**config.mk**
```make
export PLATFORM = sky130hd
export DESIGN_NAME = bank_clock_mapper
export DESIGN_NICKNAME = d
export VERILOG_FILES = /design/src/rtl/mapper_pkg.sv /design/src/rtl/mapper_ctrl.sv /design/src/rtl/rtc_field.sv /design/src/rtl/rtc_core.sv /design/src/rtl/rtc_latch.sv /design/src/rtl/bank_clock_mapper.sv
export SDC_FILE = /design/constraint.sdc
export NUM_CORES = 1
export LEC_CHECK = 0
export BUFFER_PORTS_ARGS = -buffer_cell sky130_fd_sc_hd__buf_2
export CORE_MARGIN = 1
export CORE_UTILIZATION = 45
export DETAILED_ROUTE_END_ITERATION = 8
export HOLD_SLACK_MARGIN = 0.03
export PLACE_DENSITY = 0.62
export SYNTH_ARGS = -nofsm -noshare
export SYNTH_HDL_FRONTEND = slang
export SYNTH_HIERARCHICAL = 1
export SYNTH_SLANG_ARGS = --single-unit
export TNS_END_PERCENT = 30
```
**constraint.sdc**
```tcl
create_clock -name clk -period 5.3 [get_ports clk]
set_input_delay 0.53 -clock clk [delete_from_list [all_inputs] [get_ports clk]]
set_output_delay 0.53 -clock clk [all_outputs]
set_load 0.1 [all_outputs]
```
**src/rtl/mapper_pkg.sv**
```systemverilog
package mapper_pkg;
   localparam logic [2:0] RG_ENABLE = 3'd0;
   localparam logic [2:0] RG_ROM    = 3'd1;
   localparam logic [2:0] RG_SELECT = 3'd2;
   localparam logic [2:0] RG_LATCH  = 3'd3;
   localparam logic [2:0] RG_WINDOW = 3'd5;

   localparam int NUM_FIELDS = 4;
   localparam int CLK_REGS   = 5;
   localparam int IDX_W      = 3;

   localparam logic [7:0] CODE_ON  = 8'h0A;
   localparam logic [7:0] CODE_OFF = 8'h00;
   localparam logic [7:0] SEL_BASE = 8'h08;

   function automatic int field_max(input int i);
      case (i)
         0, 1:    return 59;
         2:       return 23;
         default: return 511;
      endcase
   endfunction

   function automatic int field_mask(input int i);
      case (i)
         0, 1:    return 63;
         2:       return 31;
         default: return 511;
      endcase
   endfunction
endpackage

```
**src/rtl/mapper_ctrl.sv**
```systemverilog
module mapper_ctrl
   import mapper_pkg::*;
#(
   parameter int ROM_W     = 7,
   parameter int RAM_BANKS = 4,
   localparam int RAM_W    = (RAM_BANKS > 1) ? $clog2(RAM_BANKS) : 1
) (
   input  logic             clk,
   input  logic             rst_n,
   input  logic             we,
   input  logic [2:0]       region,
   input  logic [7:0]       wdata,
   output logic [ROM_W-1:0] rom_bank,
   output logic [RAM_W-1:0] ram_bank,
   output logic             acc_en,
   output logic             clk_sel,
   output logic [IDX_W-1:0] clk_idx,
   output logic             capture
);
   logic latched_q;
   logic sel_ram, sel_clk;
   logic [7:0] idx_off;

   assign sel_ram = (int'(wdata) < RAM_BANKS);
   assign sel_clk = (wdata >= SEL_BASE) && (int'(wdata) < int'(SEL_BASE) + CLK_REGS);
   assign idx_off = wdata - SEL_BASE;
   assign capture = we && (region == RG_LATCH) && !latched_q && (wdata == 8'h01);

   always_ff @(posedge clk) begin
      if (!rst_n) begin
         rom_bank  <= ROM_W'(1);
         ram_bank  <= '0;
         acc_en    <= 1'b0;
         clk_sel   <= 1'b0;
         clk_idx   <= '0;
         latched_q <= 1'b0;
      end else if (we) begin
         case (region)
            RG_ENABLE: begin
               if (wdata == CODE_ON)       acc_en <= 1'b1;
               else if (wdata == CODE_OFF) acc_en <= 1'b0;
            end
            RG_ROM: begin
               if (wdata[ROM_W-1:0] == '0) rom_bank <= ROM_W'(1);
               else                        rom_bank <= wdata[ROM_W-1:0];
            end
            RG_SELECT: begin
               if (sel_ram) begin
                  ram_bank <= wdata[RAM_W-1:0];
                  clk_sel  <= 1'b0;
               end else if (sel_clk) begin
                  clk_idx <= idx_off[IDX_W-1:0];
                  clk_sel <= 1'b1;
               end
            end
            RG_LATCH: begin
               if (capture)                             latched_q <= 1'b1;
               else if (latched_q && wdata == 8'h00)    latched_q <= 1'b0;
            end
            default: ;
         endcase
      end
   end
endmodule

```
**src/rtl/rtc_field.sv**
```systemverilog
module rtc_field #(
   parameter int W    = 9,
   parameter int MAXV = 59,
   parameter int MASK = 63
) (
   input  logic         clk,
   input  logic         rst_n,
   input  logic         inc,
   input  logic         ld,
   input  logic [W-1:0] ld_val,
   output logic [W-1:0] val,
   output logic         carry
);
   localparam logic [W-1:0] TOP = W'(MAXV);
   localparam logic [W-1:0] MSK = W'(MASK);

   assign carry = inc && (val == TOP);

   always_ff @(posedge clk) begin
      if (!rst_n)      val <= '0;
      else if (ld)     val <= ld_val & MSK;
      else if (carry)  val <= '0;
      else if (inc)    val <= (val + W'(1)) & MSK;
   end
endmodule

```
**src/rtl/rtc_core.sv**
```systemverilog
module rtc_core
   import mapper_pkg::*;
#(
   parameter int DAY_W = 9
) (
   input  logic             clk,
   input  logic             rst_n,
   input  logic             tick,
   input  logic             wr,
   input  logic [IDX_W-1:0] idx,
   input  logic [7:0]       wdata,
   output logic [5:0]       sec,
   output logic [5:0]       mins,
   output logic [4:0]       hrs,
   output logic [DAY_W-1:0] day,
   output logic             halt,
   output logic             ovf
);
   logic [DAY_W-1:0] fv   [NUM_FIELDS];
   logic [DAY_W-1:0] ldv  [NUM_FIELDS];
   logic             ld   [NUM_FIELDS];
   logic             inc  [NUM_FIELDS];
   logic             cy   [NUM_FIELDS];

   for (genvar i = 0; i < NUM_FIELDS; i++) begin : g_field
      if (i == 0) begin : g_first
         assign inc[i] = tick && !halt && !wr;
      end else begin : g_next
         assign inc[i] = cy[i-1];
      end
      if (i == NUM_FIELDS - 1) begin : g_day
         assign ld[i]  = wr && (idx == IDX_W'(3) || idx == IDX_W'(4));
         assign ldv[i] = (idx == IDX_W'(3)) ? {fv[i][DAY_W-1:8], wdata}
                                           : {wdata[DAY_W-9:0], fv[i][7:0]};
      end else begin : g_hms
         assign ld[i]  = wr && (idx == IDX_W'(i));
         assign ldv[i] = DAY_W'(wdata);
      end
      rtc_field #(
         .W    (DAY_W),
         .MAXV (field_max(i)),
         .MASK (field_mask(i))
      ) u_fld (
         .clk    (clk),
         .rst_n  (rst_n),
         .inc    (inc[i]),
         .ld     (ld[i]),
         .ld_val (ldv[i]),
         .val    (fv[i]),
         .carry  (cy[i])
      );
   end

   assign sec  = fv[0][5:0];
   assign mins = fv[1][5:0];
   assign hrs  = fv[2][4:0];
   assign day  = fv[3];

   always_ff @(posedge clk) begin
      if (!rst_n) begin
         halt <= 1'b0;
         ovf  <= 1'b0;
      end else if (wr && idx == IDX_W'(4)) begin
         halt <= wdata[6];
         ovf  <= wdata[7];
      end else if (cy[NUM_FIELDS-1]) begin
         ovf <= 1'b1;
      end
   end
endmodule

```
**src/rtl/rtc_latch.sv**
```systemverilog
module rtc_latch
   import mapper_pkg::*;
#(
   parameter int DAY_W = 9
) (
   input  logic             clk,
   input  logic             rst_n,
   input  logic             capture,
   input  logic [5:0]       sec,
   input  logic [5:0]       mins,
   input  logic [4:0]       hrs,
   input  logic [DAY_W-1:0] day,
   input  logic             halt,
   input  logic             ovf,
   input  logic [IDX_W-1:0] idx,
   output logic [7:0]       rd
);
   logic [7:0] snap [CLK_REGS];

   always_ff @(posedge clk) begin
      if (!rst_n) begin
         for (int i = 0; i < CLK_REGS; i++) snap[i] <= 8'h00;
      end else if (capture) begin
         snap[0] <= {2'b00, sec};
         snap[1] <= {2'b00, mins};
         snap[2] <= {3'b000, hrs};
         snap[3] <= day[7:0];
         snap[4] <= {ovf, halt, 5'b00000, day[8]};
      end
   end

   always_comb begin
      rd = 8'hFF;
      for (int i = 0; i < CLK_REGS; i++)
         if (idx == IDX_W'(i)) rd = snap[i];
   end
endmodule

```
**src/rtl/bank_clock_mapper.sv**
```systemverilog
module bank_clock_mapper
   import mapper_pkg::*;
#(
   parameter int ROM_W     = 7,
   parameter int RAM_BANKS = 4,
   parameter int DAY_W     = 9,
   localparam int RAM_W    = (RAM_BANKS > 1) ? $clog2(RAM_BANKS) : 1
) (
   input  logic             clk,
   input  logic             rst_n,
   input  logic             sec_tick,
   input  logic             cpu_we,
   input  logic [15:0]      cpu_addr,
   input  logic [7:0]       cpu_wdata,
   output logic [ROM_W-1:0] rom_bank,
   output logic [RAM_W-1:0] ram_bank,
   output logic             ram_enable,
   output logic [7:0]       win_rdata
);
   if (DAY_W != 9) begin : g_bad_day
      $error("DAY_W must be 9: bit 8 lives in register index 4");
   end
   if (ROM_W < 1 || ROM_W > 8) begin : g_bad_rom
      $error("ROM_W must be 1..8");
   end
   if (RAM_BANKS < 1 || RAM_BANKS > 8) begin : g_bad_ram
      $error("RAM_BANKS must be 1..8 so select codes stay below 0x08");
   end

   logic [2:0]       region;
   logic             acc_en, clk_sel, capture, clk_wr;
   logic [IDX_W-1:0] clk_idx;
   logic [5:0]       sec_q, min_q;
   logic [4:0]       hrs_q;
   logic [DAY_W-1:0] day_q;
   logic             halt_q, ovf_q;
   logic [7:0]       snap_rd;

   assign region = cpu_addr[15:13];
   assign clk_wr = cpu_we && (region == RG_WINDOW) && acc_en && clk_sel;

   mapper_ctrl #(.ROM_W(ROM_W), .RAM_BANKS(RAM_BANKS)) u_ctrl (
      .clk      (clk),
      .rst_n    (rst_n),
      .we       (cpu_we),
      .region   (region),
      .wdata    (cpu_wdata),
      .rom_bank (rom_bank),
      .ram_bank (ram_bank),
      .acc_en   (acc_en),
      .clk_sel  (clk_sel),
      .clk_idx  (clk_idx),
      .capture  (capture)
   );

   rtc_core #(.DAY_W(DAY_W)) u_core (
      .clk   (clk),
      .rst_n (rst_n),
      .tick  (sec_tick),
      .wr    (clk_wr),
      .idx   (clk_idx),
      .wdata (cpu_wdata),
      .sec   (sec_q),
      .mins  (min_q),
      .hrs   (hrs_q),
      .day   (day_q),
      .halt  (halt_q),
      .ovf   (ovf_q)
   );

   rtc_latch #(.DAY_W(DAY_W)) u_snap (
      .clk     (clk),
      .rst_n   (rst_n),
      .capture (capture),
      .sec     (sec_q),
      .mins    (min_q),
      .hrs     (hrs_q),
      .day     (day_q),
      .halt    (halt_q),
      .ovf     (ovf_q),
      .idx     (clk_idx),
      .rd      (snap_rd)
   );

   assign ram_enable = acc_en && !clk_sel;
   assign win_rdata  = (acc_en && clk_sel) ? snap_rd : 8'hFF;
endmodule

```
==> reports/metrics.yaml, run 1 <==
status: "complete, no violations"
dieHeight_um: 96.08
p_leak_uw: 0.001784
critPathLaunchType: "flip-flop"
via_per_inst: 5.719
criticalPathCategory: "reg -> reg"
htreeDepth: 3
worstReg2RegStart: "u_ctrl/acc_en"
cts-resized-gates: 0
cts_root_buffer: "clkbuf_8"
period_minus_slack_ps: 3807
die-area_um2: 9230
cellPowerDensity_nw_per_um2: 256.8
period_share_pct: 71.82
avgSynthCellArea_um2: 9.690
drv_cap: 0
drive_gt1_share_pct: 19.14
rrSetupSlack_ps: 1490
wire_per_inst_um: 16.34
initial_core_util_pct: 47.51
fmax_mhz: 262.7
power_frac_comb_pct: 5.7
hold_viol: 0
areaGrowthSynthToFinish_pct: 11.88
holdWs_ps: 464.7
drt_iter0_drc: 271
worstHoldPathCells: 2
maxSlewHeadroom_pct: 24.82
grt_pass1_wl_um: 14700
grt_usage_pct: 21.22
irDropWorstVdd_mv: 0.1601
core_area_um2: 8382
cts_buffers: 9
io_pins: 46
hold_end: "u_ctrl/ram_bank[1]"
fin_skew_ps: 12.96
power_uw: 1144
clock_latency_ps: 350
final.setup.tns_ps: 0
grt_setup_unrepaired: "false"
clock_power_share_pct: 43.3
sw_frac_of_total_pct: 22.46
crit_fanout: 17
synth_area_um2: 3983
post_dp_cell_area_um2: 4224
worstReg2RegEnd: "u_core/g_field[3].u_fld/val[7]"
final_common_cell: "dfxtp_1"
grt_max_degree: 44
maxSlewViolCount: 0
gp_congestion: 0.8440
die_x_um: 96.08
diodes: 0
final_cell_mix: "dfxtp_1, buf_2, o21ai_0"
power.net_switching_uw: 257.0
cts.sinks: 71
grt_pass1_vias: 2879
worstHoldStart: "u_ctrl/ram_bank[1]"
critPathArrivalTime_ps: 4100
drc: 0
hold_class: "reg -> reg"
wl_met1_um: 4381
worst-r2r-cell-count: 13
synthCells: 411
met3_length_um: 419
path_clk_slew_ps: 80
power_frac_seq_pct: 51.0
antenna_found_initial: 0
postCtsHoldBufs: 0
cts.path.max_buffers: 2
dr_wl_met2_um: 4014
fin_cells: 549
cts_setup_buffers: 0
postRouteAntennaNets: 0
port_buffers: 32
top_layer: "met4"
p_int_uw: 887.3
worstMarginPinSlew_ps: 1112
wl_um: 8968
syn_nets: 444
finalSetupViolCount: 0
final_area_um2: 4456
place_inst: 533
fin_nets: 472
row_count: 33
cp_data_required_time_ps: 5600
first_pass_iters: 4
hpwl_um: 6056
via_count: 3140
grt-ovfl-total: 0
critPathCaptureType: "flip-flop"
yosys_warnings: 6
cts_tree: "yes"
[registers in the layout (all words and copies together), names as in the netlist]
signal / count
u_ctrl/ram_bank: 2
u_snap/snap: 28
u_ctrl/clk_idx: 3
u_core/g_field.u_fld/val: 26
u_ctrl/acc_en: 1
u_ctrl/clk_sel: 1
u_core/ovf: 1
u_ctrl/rom_bank: 7
u_core/halt: 1
u_ctrl/latched_q: 1
[metrics by stage]
step           setup slack, ps  util, %
2_1_floorplan             2253        -
3_3_place_gp              1410    50.40
3_5_place_dp              1342    50.40
4_1_cts                   1536    53.16
5_1_grt                   1174    53.16
6_report                  1493    53.16
[critical path, stage by stage (launching register included)]
cell,delay [ps]
dfxtp_1,340
nand2_2,180
nor2_1,150
nor3b_1,760
inv_1,170
nor2_2,420
inv_1,130
nor2_2,320
nand3_2,130
nor3b_1,200
buf_4,230
nand4bb_1,130
or4_1,500
nand3_1,90
[how the worst max path moves through the flow]
stage	startpoint	depth (start not counted)	slack [ps]	end
2_1_floorplan	cpu_addr[14]	14	2250	u_core/g_field[3].u_fld/val[5]
3_3_place_gp	cpu_addr[14]	14	1410	u_core/g_field[3].u_fld/val[5]
3_5_place_dp	cpu_addr[14]	14	1340	u_core/g_field[3].u_fld/val[7]
4_1_cts	u_ctrl/acc_en	13	1540	u_core/g_field[3].u_fld/val[7]
5_1_grt	u_ctrl/acc_en	13	1170	u_core/g_field[3].u_fld/val[5]
6_report	u_ctrl/acc_en	13	1490	u_core/g_field[3].u_fld/val[7]
[metal layers]
metal	track usage, %	up-vias
li1	-	1593
met1	30.03	1463
met2	32.86	72
met3	2.765	12
met4	8.085	0
met5	0	-
[final cells by class]
cell class                 count  area (um2)
tap                          105       131.4
inverter                      10       37.54
clock inverter                 5       80.08
multi-input combinational    309        2148
clock buffer                  11       151.4
timing repair buffer          38       205.2
sequential                    71        1702
fill                         767        3926
[power groups by stage]
stage	sequential (uW)	combinational, uW	clock [uW]
after floorplan	602	31.8	0
after global placement	596	64.0	0
after detailed placement	597	65.0	0
after CTS	584	65.1	504
after global routing	585	70.8	529
final	584	65.0	495
No activity file was read; power rests on OpenSTA's default activity.
==> run 2, diff against run 1 <==
--- a/config.mk
+++ b/config.mk
@@ -10,7 +10,7 @@
 export CORE_UTILIZATION = 45
 export DETAILED_ROUTE_END_ITERATION = 8
 export HOLD_SLACK_MARGIN = 0.03
-export PLACE_DENSITY = 0.62
+export PLACE_DENSITY = 0.64
 export SYNTH_ARGS = -nofsm -noshare
 export SYNTH_HDL_FRONTEND = slang
 export SYNTH_HIERARCHICAL = 1
==> constraint.sdc (replaced) <==
create_clock -name clk -period 3.4 [get_ports clk]
set_input_delay 0.34 -clock clk [delete_from_list [all_inputs] [get_ports clk]]
set_output_delay 0.34 -clock clk [all_outputs]
set_load 0.1 [all_outputs]
==> run 2 against run 1 <==
Net effect:
- sequential power grew 56%
- critical endpoint is now u_core/g_field[3].u_fld/val[5]
- die area is the same
- clock skew shrank 3.4 ps
==> reports/metrics.yaml, run 2 (same netlist as run 1, synthesis figures left out) <==
fin_nets: 479  # was 472
cts.sinks: 71  # unchanged
irDropWorstVdd_mv: 0.2165  # was 0.1601 mV
maxSlewViolCount: 0  # unchanged
row_count: 33  # unchanged
fmax_mhz: 356.8  # was 262.7 MHz
final.setup.tns_ps: 0  # unchanged
critPathCaptureType: "flip-flop"  # unchanged
period_share_pct: 82.44  # was 71.82%
maxSlewHeadroom_pct: 29.03  # was 24.82%
postRouteAntennaNets: 0  # unchanged
worstSetupEndpoint: "u_core/g_field[3].u_fld/val[5]"  # was u_core/g_field[3].u_fld/val[7]
worstHoldPathCells: 3  # was 2
grt_usage_pct: 21.28  # was 21.22%
io_pins: 46  # unchanged
path_clk_slew_ps: 80  # about the same
cellPowerDensity_nw_per_um2: 401.2  # was 256.8 nW/um2
cts_buffers: 9  # unchanged
largest_reg_flops: 28  # unchanged
cts_setup_buffers: 0  # unchanged
wire_per_inst_um: 16.21  # was 16.34 um
place_inst: 540  # was 533
port_buffers: 32  # unchanged
cts.path.max_buffers: 2  # unchanged
cts_root_buffer: "clkbuf_8"  # unchanged
initial_core_util_pct: 47.51  # unchanged
cts-resized-gates: 0  # unchanged
critPathLaunchType: "flip-flop"  # unchanged
clock_latency_ps: 340  # was 350 ps
hpwl_um: 6142  # was 6056 um
drc: 0  # unchanged
worstHoldStart: "cpu_wdata[7]"  # was u_ctrl/ram_bank[1]
first_pass_iters: 5  # was 4
seqCellArea_um2: 1702  # unchanged
final_cell_mix: "dfxtp_1, buf_2, o21ai_0"  # unchanged
die-area_um2: 9230  # unchanged
grt-ovfl-total: 0  # unchanged
via_per_inst: 5.689  # was 5.719
core_area_um2: 8382  # unchanged
drv_cap: 0  # unchanged
cp_data_required_time_ps: 3690  # was 5600 ps
worstMarginPinSlew_ps: 1049  # was 1112 ps
htreeDepth: 3  # unchanged
criticalPathCategory: "reg -> reg"  # unchanged
largest_register: "u_snap/snap"  # unchanged
rrSetupSlack_ps: 600  # was 1490 ps
multi_input_area_um2: 2148  # unchanged
final_common_cell: "dfxtp_1"  # unchanged
grt_pass1_vias: 2828  # was 2879
top_regs: "u_snap/snap: 28 flops, u_core/g_field.u_fld/val: 26 flops, u_ctrl/rom_bank: 7 flops"  # unchanged
antenna_found_initial: 0  # unchanged
wl_um: 9015  # was 8968 um
final_util_pct: 53.83  # was 53.16%
areaGrowthSynthToFinish_pct: 13.29  # was 11.88%
crit_fanout: 6  # was 17
drt_iter0_drc: 246  # was 271
diodes: 0  # unchanged
post_dp_cell_area_um2: 4277  # was 4224 um2
hold_class: "in -> reg"  # was reg -> reg
worstReg2RegEnd: "u_core/g_field[3].u_fld/val[5]"  # was u_core/g_field[3].u_fld/val[7]
dieHeight_um: 96.08  # unchanged
power_uw: 1810  # was 1144 uW
via_count: 3163  # was 3140
grt_pass1_wl_um: 14590  # was 14700 um
critPathArrivalTime_ps: 3090  # was 4100 ps
grt_max_degree: 49  # was 44
hold_viol: 0  # unchanged
postCtsHoldBufs: 0  # unchanged
worstReg2RegStart: "u_core/g_field[0].u_fld/val[0]"  # was u_ctrl/acc_en
gp_congestion: 0.8631  # was 0.8440
fin_skew_ps: 9.518  # was 12.96 ps
fillCellCount: 792  # was 767
fin_cells: 556  # was 549
status: "complete, no violations"  # unchanged
die_x_um: 96.08  # unchanged
drive_gt1_share_pct: 20.18  # was 19.14%
worst-r2r-cell-count: 12  # was 13
period_minus_slack_ps: 2803  # was 3807 ps
startpoint: "u_core/g_field[0].u_fld/val[0]"  # was u_ctrl/acc_en
grt_setup_unrepaired: "false"  # unchanged
finalSetupViolCount: 0  # unchanged
cts_tree: "yes"  # unchanged
final_area_um2: 4512  # was 4456 um2
p_leak_uw: 0.001824  # was 0.001784 uW
-- run 2: cell count changes in the layout (fill, tap and decap cells not counted) --
cell	previous run	this run
buf_4	6	13
clkbuf_8	11	9
bufinv_16	2	3
clkinv_1	0	1
clkinv_2	1	2
clkinvlp_4	2	1
-- run 2: worst max-delay path, cell delays in order (launching register included) --
cell and delay [ps]:
dfxtp_1 430, ha_1 230, nor2b_1 180, nand4_1 200
nor2_2 150, inv_1 80, nor2_2 150, nand3_2 100
nor3b_1 440, buf_4 220, nor4bb_1 330, o211ai_1 150
nand3_1 100
-- run 2: worst min-delay path by stage --
stage / endpoint
after floorplan: u_ctrl/latched_q
after global placement: u_ctrl/ram_bank[1]
after detailed placement: u_ctrl/ram_bank[0]
after CTS: u_core/ovf
after global routing: u_core/ovf
final: u_core/ovf
-- run 2: metal layers --
metal,share of wire (%),track usage (%)
met2,45,32.57
met5,0,0
met4,2.4,9.701
met3,5.8,2.765
met1,47,29.82
-- run 2: power by group --
group	leakage (uW)	switching [uW]	internal (uW)
Sequential	0.000636	11.4	899
Clock	0.000117	315	482
Combinational	0.00107	68.9	33.9
Total	0.00182	395	1410
-- run 2: through the flow --
| step | hold slack [ps] | worst slack (ps) |
|---|---|---|
| floorplan | 439.0 | 543.4 |
| global placement | 448.5 | 593.1 |
| detailed placement | 451.3 | 551.7 |
| CTS | 285.3 | 556.2 |
| global route | 299.9 | 177.2 |
| finish | 291.4 | 597.1 |
-- run 2: final cells by class --
cell class / instances / share of cell area [%]
clock inverters: 7 / 2.468
well taps: 105 / 2.912
multi-input cells: 309 / 47.62
inverters: 10 / 0.8319
clock buffers: 9 / 2.745
repair buffers: 45 / 5.713
flip-flops and latches: 71 / 37.71
